### src/rtl/xlat_cache_pkg.sv
package xlat_cache_pkg;
  typedef struct packed {
    logic wr;
    logic usr;
    logic unc;
    logic glb;
  } pg_attr_t;
endpackage

### src/rtl/xlat_cache_match.sv
module xlat_cache_match #(
  parameter int unsigned ENTRIES = 8,
  parameter int unsigned ADDR_W  = 32,
  parameter int unsigned LOG_W   = 5
) (
  input  logic [ADDR_W-1:0] va_i,
  input  logic [ENTRIES-1:0] vld_i,
  input  logic [ADDR_W-1:0] tag_i [ENTRIES],
  input  logic [LOG_W-1:0]  lsz_i [ENTRIES],
  output logic [ENTRIES-1:0] match_o
);
  function automatic logic [ADDR_W-1:0] page_mask(input logic [LOG_W-1:0] l);
    return ~((ADDR_W'(1) << l) - ADDR_W'(1));
  endfunction

  for (genvar g = 0; g < ENTRIES; g++) begin : g_cmp
    assign match_o[g] = vld_i[g] && (((va_i ^ tag_i[g]) & page_mask(lsz_i[g])) == '0);
  end
endmodule

### src/rtl/xlat_cache_first.sv
module xlat_cache_first #(
  parameter int unsigned N    = 8,
  parameter int unsigned IW   = 3
) (
  input  logic [N-1:0]  req_i,
  output logic [IW-1:0] idx_o,
  output logic          any_o
);
  always_comb begin
    logic found;
    found = 1'b0;
    idx_o = '0;
    for (int i = 0; i < N; i++) begin
      if (req_i[i] && !found) begin
        found = 1'b1;
        idx_o = IW'(i);
      end
    end
  end
  assign any_o = |req_i;
endmodule

### src/rtl/xlat_cache_lru.sv
module xlat_cache_lru #(
  parameter int unsigned ENTRIES = 8,
  parameter int unsigned SEQ_W   = 32,
  parameter int unsigned IW      = 3
) (
  input  logic [SEQ_W-1:0] stamp_i [ENTRIES],
  output logic [IW-1:0]    idx_o
);
  // strict less-than keeps the first minimum
  always_comb begin
    int best;
    best = 0;
    for (int i = 1; i < ENTRIES; i++) begin
      if (stamp_i[i] < stamp_i[best]) best = i;
    end
    idx_o = IW'(best);
  end
endmodule

### src/rtl/xlat_cache.sv
module xlat_cache
  import xlat_cache_pkg::*;
#(
  parameter int unsigned ENTRIES = 8,
  parameter int unsigned ADDR_W  = 32,
  parameter int unsigned SEQ_W   = 32,
  localparam int unsigned LOG_W  = $clog2(ADDR_W)
) (
  input  logic              clk_i,
  input  logic              rst_ni,
  input  logic              lk_valid_i,
  input  logic [ADDR_W-1:0] lk_va_i,
  input  logic              lk_touch_i,
  output logic              hit_o,
  output logic              miss_o,
  output logic [ADDR_W-1:0] pa_o,
  output logic              writable_o,
  output logic              user_o,
  output logic              uncache_o,
  output logic              global_o,
  input  logic              ins_valid_i,
  input  logic [ADDR_W-1:0] ins_va_i,
  input  logic [ADDR_W-1:0] ins_pa_i,
  input  logic [LOG_W-1:0]  ins_lsz_i,
  input  logic              ins_writable_i,
  input  logic              ins_user_i,
  input  logic              ins_uncache_i,
  input  logic              ins_global_i,
  input  logic              flush_all_i,
  input  logic              flush_local_i,
  input  logic              demap_valid_i,
  input  logic [ADDR_W-1:0] demap_va_i
);
  localparam int unsigned IDX_W = (ENTRIES > 1) ? $clog2(ENTRIES) : 1;

  if (ENTRIES < 1) begin : g_bad_cfg
    $error("xlat_cache: ENTRIES must be non-zero");
  end

  function automatic logic [ADDR_W-1:0] page_mask(input logic [LOG_W-1:0] l);
    return ~((ADDR_W'(1) << l) - ADDR_W'(1));
  endfunction

  logic [ENTRIES-1:0] vld_q;
  logic [ADDR_W-1:0]  tag_q   [ENTRIES];
  logic [ADDR_W-1:0]  base_q  [ENTRIES];
  logic [LOG_W-1:0]   lsz_q   [ENTRIES];
  pg_attr_t           attr_q  [ENTRIES];
  logic [SEQ_W-1:0]   stamp_q [ENTRIES];
  logic [SEQ_W-1:0]   seq_q;
  logic [ENTRIES-1:0] glb_vec;

  logic [ENTRIES-1:0] lk_raw, dm_raw;
  logic [IDX_W-1:0]   lk_idx, dm_idx, free_idx, lru_idx, vic_idx, st_idx;
  logic               lk_any, dm_any, free_any, do_stamp;
  logic [ADDR_W-1:0]  ins_msk;

  for (genvar g = 0; g < ENTRIES; g++) begin : g_glb
    assign glb_vec[g] = attr_q[g].glb;
  end

  xlat_cache_match #(.ENTRIES(ENTRIES), .ADDR_W(ADDR_W), .LOG_W(LOG_W)) u_lk_match (
    .va_i(lk_va_i), .vld_i(vld_q), .tag_i(tag_q), .lsz_i(lsz_q), .match_o(lk_raw));
  xlat_cache_match #(.ENTRIES(ENTRIES), .ADDR_W(ADDR_W), .LOG_W(LOG_W)) u_dm_match (
    .va_i(demap_va_i), .vld_i(vld_q), .tag_i(tag_q), .lsz_i(lsz_q), .match_o(dm_raw));

  xlat_cache_first #(.N(ENTRIES), .IW(IDX_W)) u_lk_first (
    .req_i(lk_raw), .idx_o(lk_idx), .any_o(lk_any));
  xlat_cache_first #(.N(ENTRIES), .IW(IDX_W)) u_dm_first (
    .req_i(dm_raw), .idx_o(dm_idx), .any_o(dm_any));
  xlat_cache_first #(.N(ENTRIES), .IW(IDX_W)) u_free_first (
    .req_i(~vld_q), .idx_o(free_idx), .any_o(free_any));

  xlat_cache_lru #(.ENTRIES(ENTRIES), .SEQ_W(SEQ_W), .IW(IDX_W)) u_lru (
    .stamp_i(stamp_q), .idx_o(lru_idx));

  assign vic_idx = free_any ? free_idx : lru_idx;
  assign ins_msk = page_mask(ins_lsz_i);

  // lookup datapath
  assign hit_o  = lk_valid_i & lk_any;
  assign miss_o = lk_valid_i & ~lk_any;
  always_comb begin
    pa_o       = '0;
    writable_o = 1'b0;
    user_o     = 1'b0;
    uncache_o  = 1'b0;
    global_o   = 1'b0;
    if (hit_o) begin
      pa_o       = base_q[lk_idx] | (lk_va_i & ~page_mask(lsz_q[lk_idx]));
      writable_o = attr_q[lk_idx].wr;
      user_o     = attr_q[lk_idx].usr;
      uncache_o  = attr_q[lk_idx].unc;
      global_o   = attr_q[lk_idx].glb;
    end
  end

  // one action per cycle, fixed priority
  always_comb begin
    do_stamp = 1'b0;
    st_idx   = lk_idx;
    if (!flush_all_i && !flush_local_i && !demap_valid_i) begin
      if (ins_valid_i) begin
        do_stamp = 1'b1;
        st_idx   = vic_idx;
      end else if (hit_o && lk_touch_i) begin
        do_stamp = 1'b1;
      end
    end
  end

  always_ff @(posedge clk_i or negedge rst_ni) begin
    if (!rst_ni) begin
      vld_q <= '0;
      seq_q <= SEQ_W'(1);
      for (int i = 0; i < ENTRIES; i++) begin
        tag_q[i]   <= '0;
        base_q[i]  <= '0;
        lsz_q[i]   <= '0;
        attr_q[i]  <= '0;
        stamp_q[i] <= '0;
      end
    end else begin
      if (flush_all_i) begin
        vld_q <= '0;
      end else if (flush_local_i) begin
        vld_q <= vld_q & glb_vec;
      end else if (demap_valid_i) begin
        if (dm_any) vld_q[dm_idx] <= 1'b0;
      end else if (ins_valid_i) begin
        vld_q[vic_idx]  <= 1'b1;
        tag_q[vic_idx]  <= ins_va_i & ins_msk;
        base_q[vic_idx] <= ins_pa_i & ins_msk;
        lsz_q[vic_idx]  <= ins_lsz_i;
        attr_q[vic_idx] <= '{wr: ins_writable_i, usr: ins_user_i,
                             unc: ins_uncache_i, glb: ins_global_i};
      end
      if (do_stamp) begin
        if (seq_q == '1) begin
          // wrap: restart ordering from a clean slate
          for (int i = 0; i < ENTRIES; i++) stamp_q[i] <= '0;
          stamp_q[st_idx] <= SEQ_W'(1);
          seq_q           <= SEQ_W'(2);
        end else begin
          stamp_q[st_idx] <= seq_q;
          seq_q           <= seq_q + SEQ_W'(1);
        end
      end
    end
  end
endmodule

### config.mk
export PLATFORM = sky130hd
export DESIGN_NAME = xlat_cache
export DESIGN_NICKNAME = d
export VERILOG_FILES = /design/src/rtl/xlat_cache_pkg.sv /design/src/rtl/xlat_cache_match.sv /design/src/rtl/xlat_cache_first.sv /design/src/rtl/xlat_cache_lru.sv /design/src/rtl/xlat_cache.sv
export SDC_FILE = /design/constraint.sdc
export NUM_CORES = 2
export LEC_CHECK = 0
export ABC_AREA = 0
export CELL_PAD_IN_SITES_DETAIL_PLACEMENT = 0
export CELL_PAD_IN_SITES_GLOBAL_PLACEMENT = 1
export CORE_MARGIN = 1.5
export CORE_UTILIZATION = 54
export CTS_CLUSTER_SIZE = 40
export DETAILED_ROUTE_END_ITERATION = 16
export GPL_ROUTABILITY_DRIVEN = 1
export PLACE_DENSITY_LB_ADDON = 0.1
export SLEW_MARGIN = 20
export SYNTH_ARGS = -nofsm -noshare
export SYNTH_HDL_FRONTEND = slang
export SYNTH_SLANG_ARGS = --single-unit
export TNS_END_PERCENT = 10
### constraint.sdc
create_clock -name clk_i -period 35.2 [get_ports clk_i]
set_input_delay 3.52 -clock clk_i [delete_from_list [all_inputs] [get_ports clk_i]]
set_output_delay 3.52 -clock clk_i [all_outputs]
set_load 0.03 [all_outputs]
==> results.cfg <==
[synthesis]
synth.cell_area_mm2 = 0.0594
most_numerous_cell_in_the_yosys_netlist = sky130_fd_sc_hd__dfrtp_1
syn_avg_cell_area_um2 = 9.87
ys.warnings.count = 0
synth_edf_count = 0
yosysSeqAreaShare_pct = 37.0
netlist.top_cell.by_area = sky130_fd_sc_hd__dfrtp_1
ys_seq_elements = 880
ys_types = 103
synth_top_area_share_pct = 37.0
synthTopCellsByArea = sky130_fd_sc_hd__dfrtp_1 (37%), sky130_fd_sc_hd__mux2_2 (6.1%), sky130_fd_sc_hd__mux2_1 (5.6%)
post_synthesis_cells = 6020
synth-async-reset-ratio_pct = 100
yosys_most_used_dff = sky130_fd_sc_hd__dfrtp_1
yosys-top-cells-count = sky130_fd_sc_hd__dfrtp_1 (879), sky130_fd_sc_hd__nand2_1 (426), sky130_fd_sc_hd__clkbuf_1 (359)
postSynthNetCount = 6393

[cts]
cts_num_sinks = 880
clock-root-buffer = sky130_fd_sc_hd__clkbuf_16
htree_num_levels = 3
ctsResizeCount = 0
clkLatencyLatePin_ps = 730
cts.reportedPaths.clkPinSlew_ps = 60
number_of_cts_inserted_buffers = 98
clock_tree_from_tritoncts = built
postCtsSetupRepairBufs = 0
cts-root-to-sink-buffers = 3
post_cts_hold_buffer_count = 0

[detailed_routing]
sum_of_routed_wire_length_over_all_layers_um = 262000
route.antenna.remaining_nets = 0
drt-vias-per-instance = 7.06
drt_first_iter_violations = 6111
drt-pass1-iter-count = 8
vias = 52972
detail_route.drc_violations = 0
wire_per_inst_um = 34.9

[setup_path]
crit_path_required_time_ps = 35790
worst_path_largest_cell_delay_ps = 800
worst_path_most_repeated_cell = sky130_fd_sc_hd__a21o_1
crit_arrival_ps = 27490
worst-setup-path-type = flip-flop to flip-flop
crit_path_start_kind = flip-flop
cp-end-kind = flip-flop
path_max_fanout = 69
critical-path-slowest-cell = sky130_fd_sc_hd__nor4_1

[die]
start_util_pct = 54.5
boundaryPins = 183
floorplan.rows = 121
design.core.area_mm2 = 0.109
die-height_um = 335
die_w_um = 335
die_area_mm2 = 0.112

[global_route]
aggregate_global_route_resource_usage_pct = 46.1
first_pass_grt_wire_length_um = 372000
gr-total-overflow = 0
antenna_found_initial = 20
grt_max_degree = 190
grt_pass1_vias = 51349

[run]
max-cap-violations = 0

[timing]
report.final.slew_viol_count = 0
timing.clock.skew_ps = 47.7
achievable-frequency_ghz = 0.0372
max_slew.worst_pin.slew_ps = 1290
fin_crit_ps = 26900
period_share_pct = 76.4
setup_viol = 0
worst_slew_margin_rel_pct = 13.5
hold_violations = 0
final.setup.tns_ps = 0
unrepaired_setup_endpoints_after_global_routing = false

[place]
gp_congestion = 1.04
place.detailed.hpwl_um = 181000
port_buffers = 182

[cells_and_area]
final_layout_size_suffix_gt1_share_pct = 14.4
design.final.nets = 6355
flow.area_growth_from_synthesis_pct = 11.6
fillerInstances = 9161

[power]
totalPowerFinal_mw = 4.82
swShare_pct = 48.5
peakVddDrop_mv = 0.164
internal_power_mw = 2.48
share_comb_of_total_power_pct = 53.4
total_leakage_power_nw = 30.3
net-switching-power_mw = 2.34
pwr-share-seq_pct = 22.9
power-per-cell-area_mw_per_mm2 = 72.6
share_clk_of_total_power_pct = 23.6

[min_path]
hold_path_class = flip-flop to flip-flop

[run_status]
status = finished, final reports clean
==> metrics by stage <==
step	worst slack [ps]	instance area [um2]	utilization, %	hold WS (ps)	cells
global route	7400	66300	60.8	499	7489
detailed placement	9010	62700	57.6	473	7296
floorplan	15030	59400	-	453	6020
global placement	8610	62700	57.5	462	7296
finish	8300	66400	60.9	487	7502
CTS	8900	66300	60.8	489	7477
==> placed cells by master, fill, tap and decap left out, types with 136 or more instances in the layout <==
| cell type | Yosys | final |
|---|---|---|
| sky130_fd_sc_hd__buf_4 | 10 | 184 |
| sky130_fd_sc_hd__xor2_1 | 222 | 222 |
| sky130_fd_sc_hd__xnor2_1 | 330 | 330 |
| sky130_fd_sc_hd__clkdlybuf4s50_1 | 0 | 178 |
| sky130_fd_sc_hd__o21ai_0 | 274 | 273 |
| sky130_fd_sc_hd__dfrtp_1 | 879 | 879 |
| sky130_fd_sc_hd__nand2_1 | 426 | 424 |
| sky130_fd_sc_hd__a21oi_1 | 316 | 313 |
| sky130_fd_sc_hd__mux2_2 | 322 | 322 |
| sky130_fd_sc_hd__nor2_1 | 317 | 303 |
| sky130_fd_sc_hd__a22o_1 | 228 | 228 |
| sky130_fd_sc_hd__ha_1 | 228 | 228 |
| sky130_fd_sc_hd__inv_1 | 136 | 136 |
| sky130_fd_sc_hd__mux2_1 | 294 | 294 |
==> sequential cells by signal, summed over array words and instances, names as in the netlist <==
signal   count
stamp_q    256
tag_q      256
lsz_q       40
seq_q       32
base_q     256
vld_q        8
attr_q      32
==> power by group through the flow <==
stage	Clock (mW)	Sequential, mW	Combinational (mW)
finish	1.14	1.10	2.57
global route	1.18	1.11	2.68
CTS	1.14	1.10	2.47
detailed placement	0	1.12	2.46
global placement	0	1.12	2.46
floorplan	0	1.09	1.54
==> metal layers <==
metal  wire length [um]  vias up  share of wire, %  track usage, %
li1                   -    22240                 -               -
met1              96000    26392                37            56.6
met2             112000     3306                43            67.7
met3              27900     1028                11            12.4
met4              26000        6               9.9            38.5
met5                 40        -             0.015               0
==> area by class of cell <==
class | instances | area (um2) | share of cell area (%)
well taps | 1414 | 1770 | 2.67
repair buffers | 370 | 3260 | 4.92
diodes | 25 | 62.6 | 0.0943
flip-flops and latches | 880 | 22000 | 33.2
clock inverters | 51 | 790 | 1.19
inverters | 138 | 518 | 0.781
clock buffers | 130 | 2760 | 4.16
multi-input cells | 4494 | 35200 | 53.0
==> critical path, delay by kind of cell, from the launching register on <==
family,cells,cell delay (ps)
compound gates,45,12060
buf+inv,9,4110
simple gates,22,6890
flops,1,440
fa+ha+maj,7,1870
mux,3,1120
==> kinds of logic after synthesis <==
logic type	after synthesis	share of synthesized area [%]
flops	880	37.0
mux	776	16.1
compound gates	1609	18.8
simple gates	1328	10.7
xor+xnor	552	8.13
fa+ha+maj	229	4.82
buf+inv	646	4.42
==> final timing paths <==
check | slack (ps) | from | end | cells past startpoint
min in group asynchronous | 2770 | rst_ni | stamp_q[131]$_DFFE_PN0P_ | 1
setup reg to reg | 8300 | stamp_q[226]$_DFFE_PN0P_ | base_q[248]$_DFFE_PN0P_ | 86
max in group asynchronous | 29350 | rst_ni | base_q[30]$_DFFE_PN0P_ | 4
setup / recovery | 8300 | stamp_q[226]$_DFFE_PN0P_ | base_q[248]$_DFFE_PN0P_ | 86
hold / removal | 490 | base_q[222]$_DFFE_PN0P_ | base_q[222]$_DFFE_PN0P_ | 1
hold reg to reg | 490 | base_q[222]$_DFFE_PN0P_ | base_q[222]$_DFFE_PN0P_ | 1
Power figures use the tool's default switching activity.
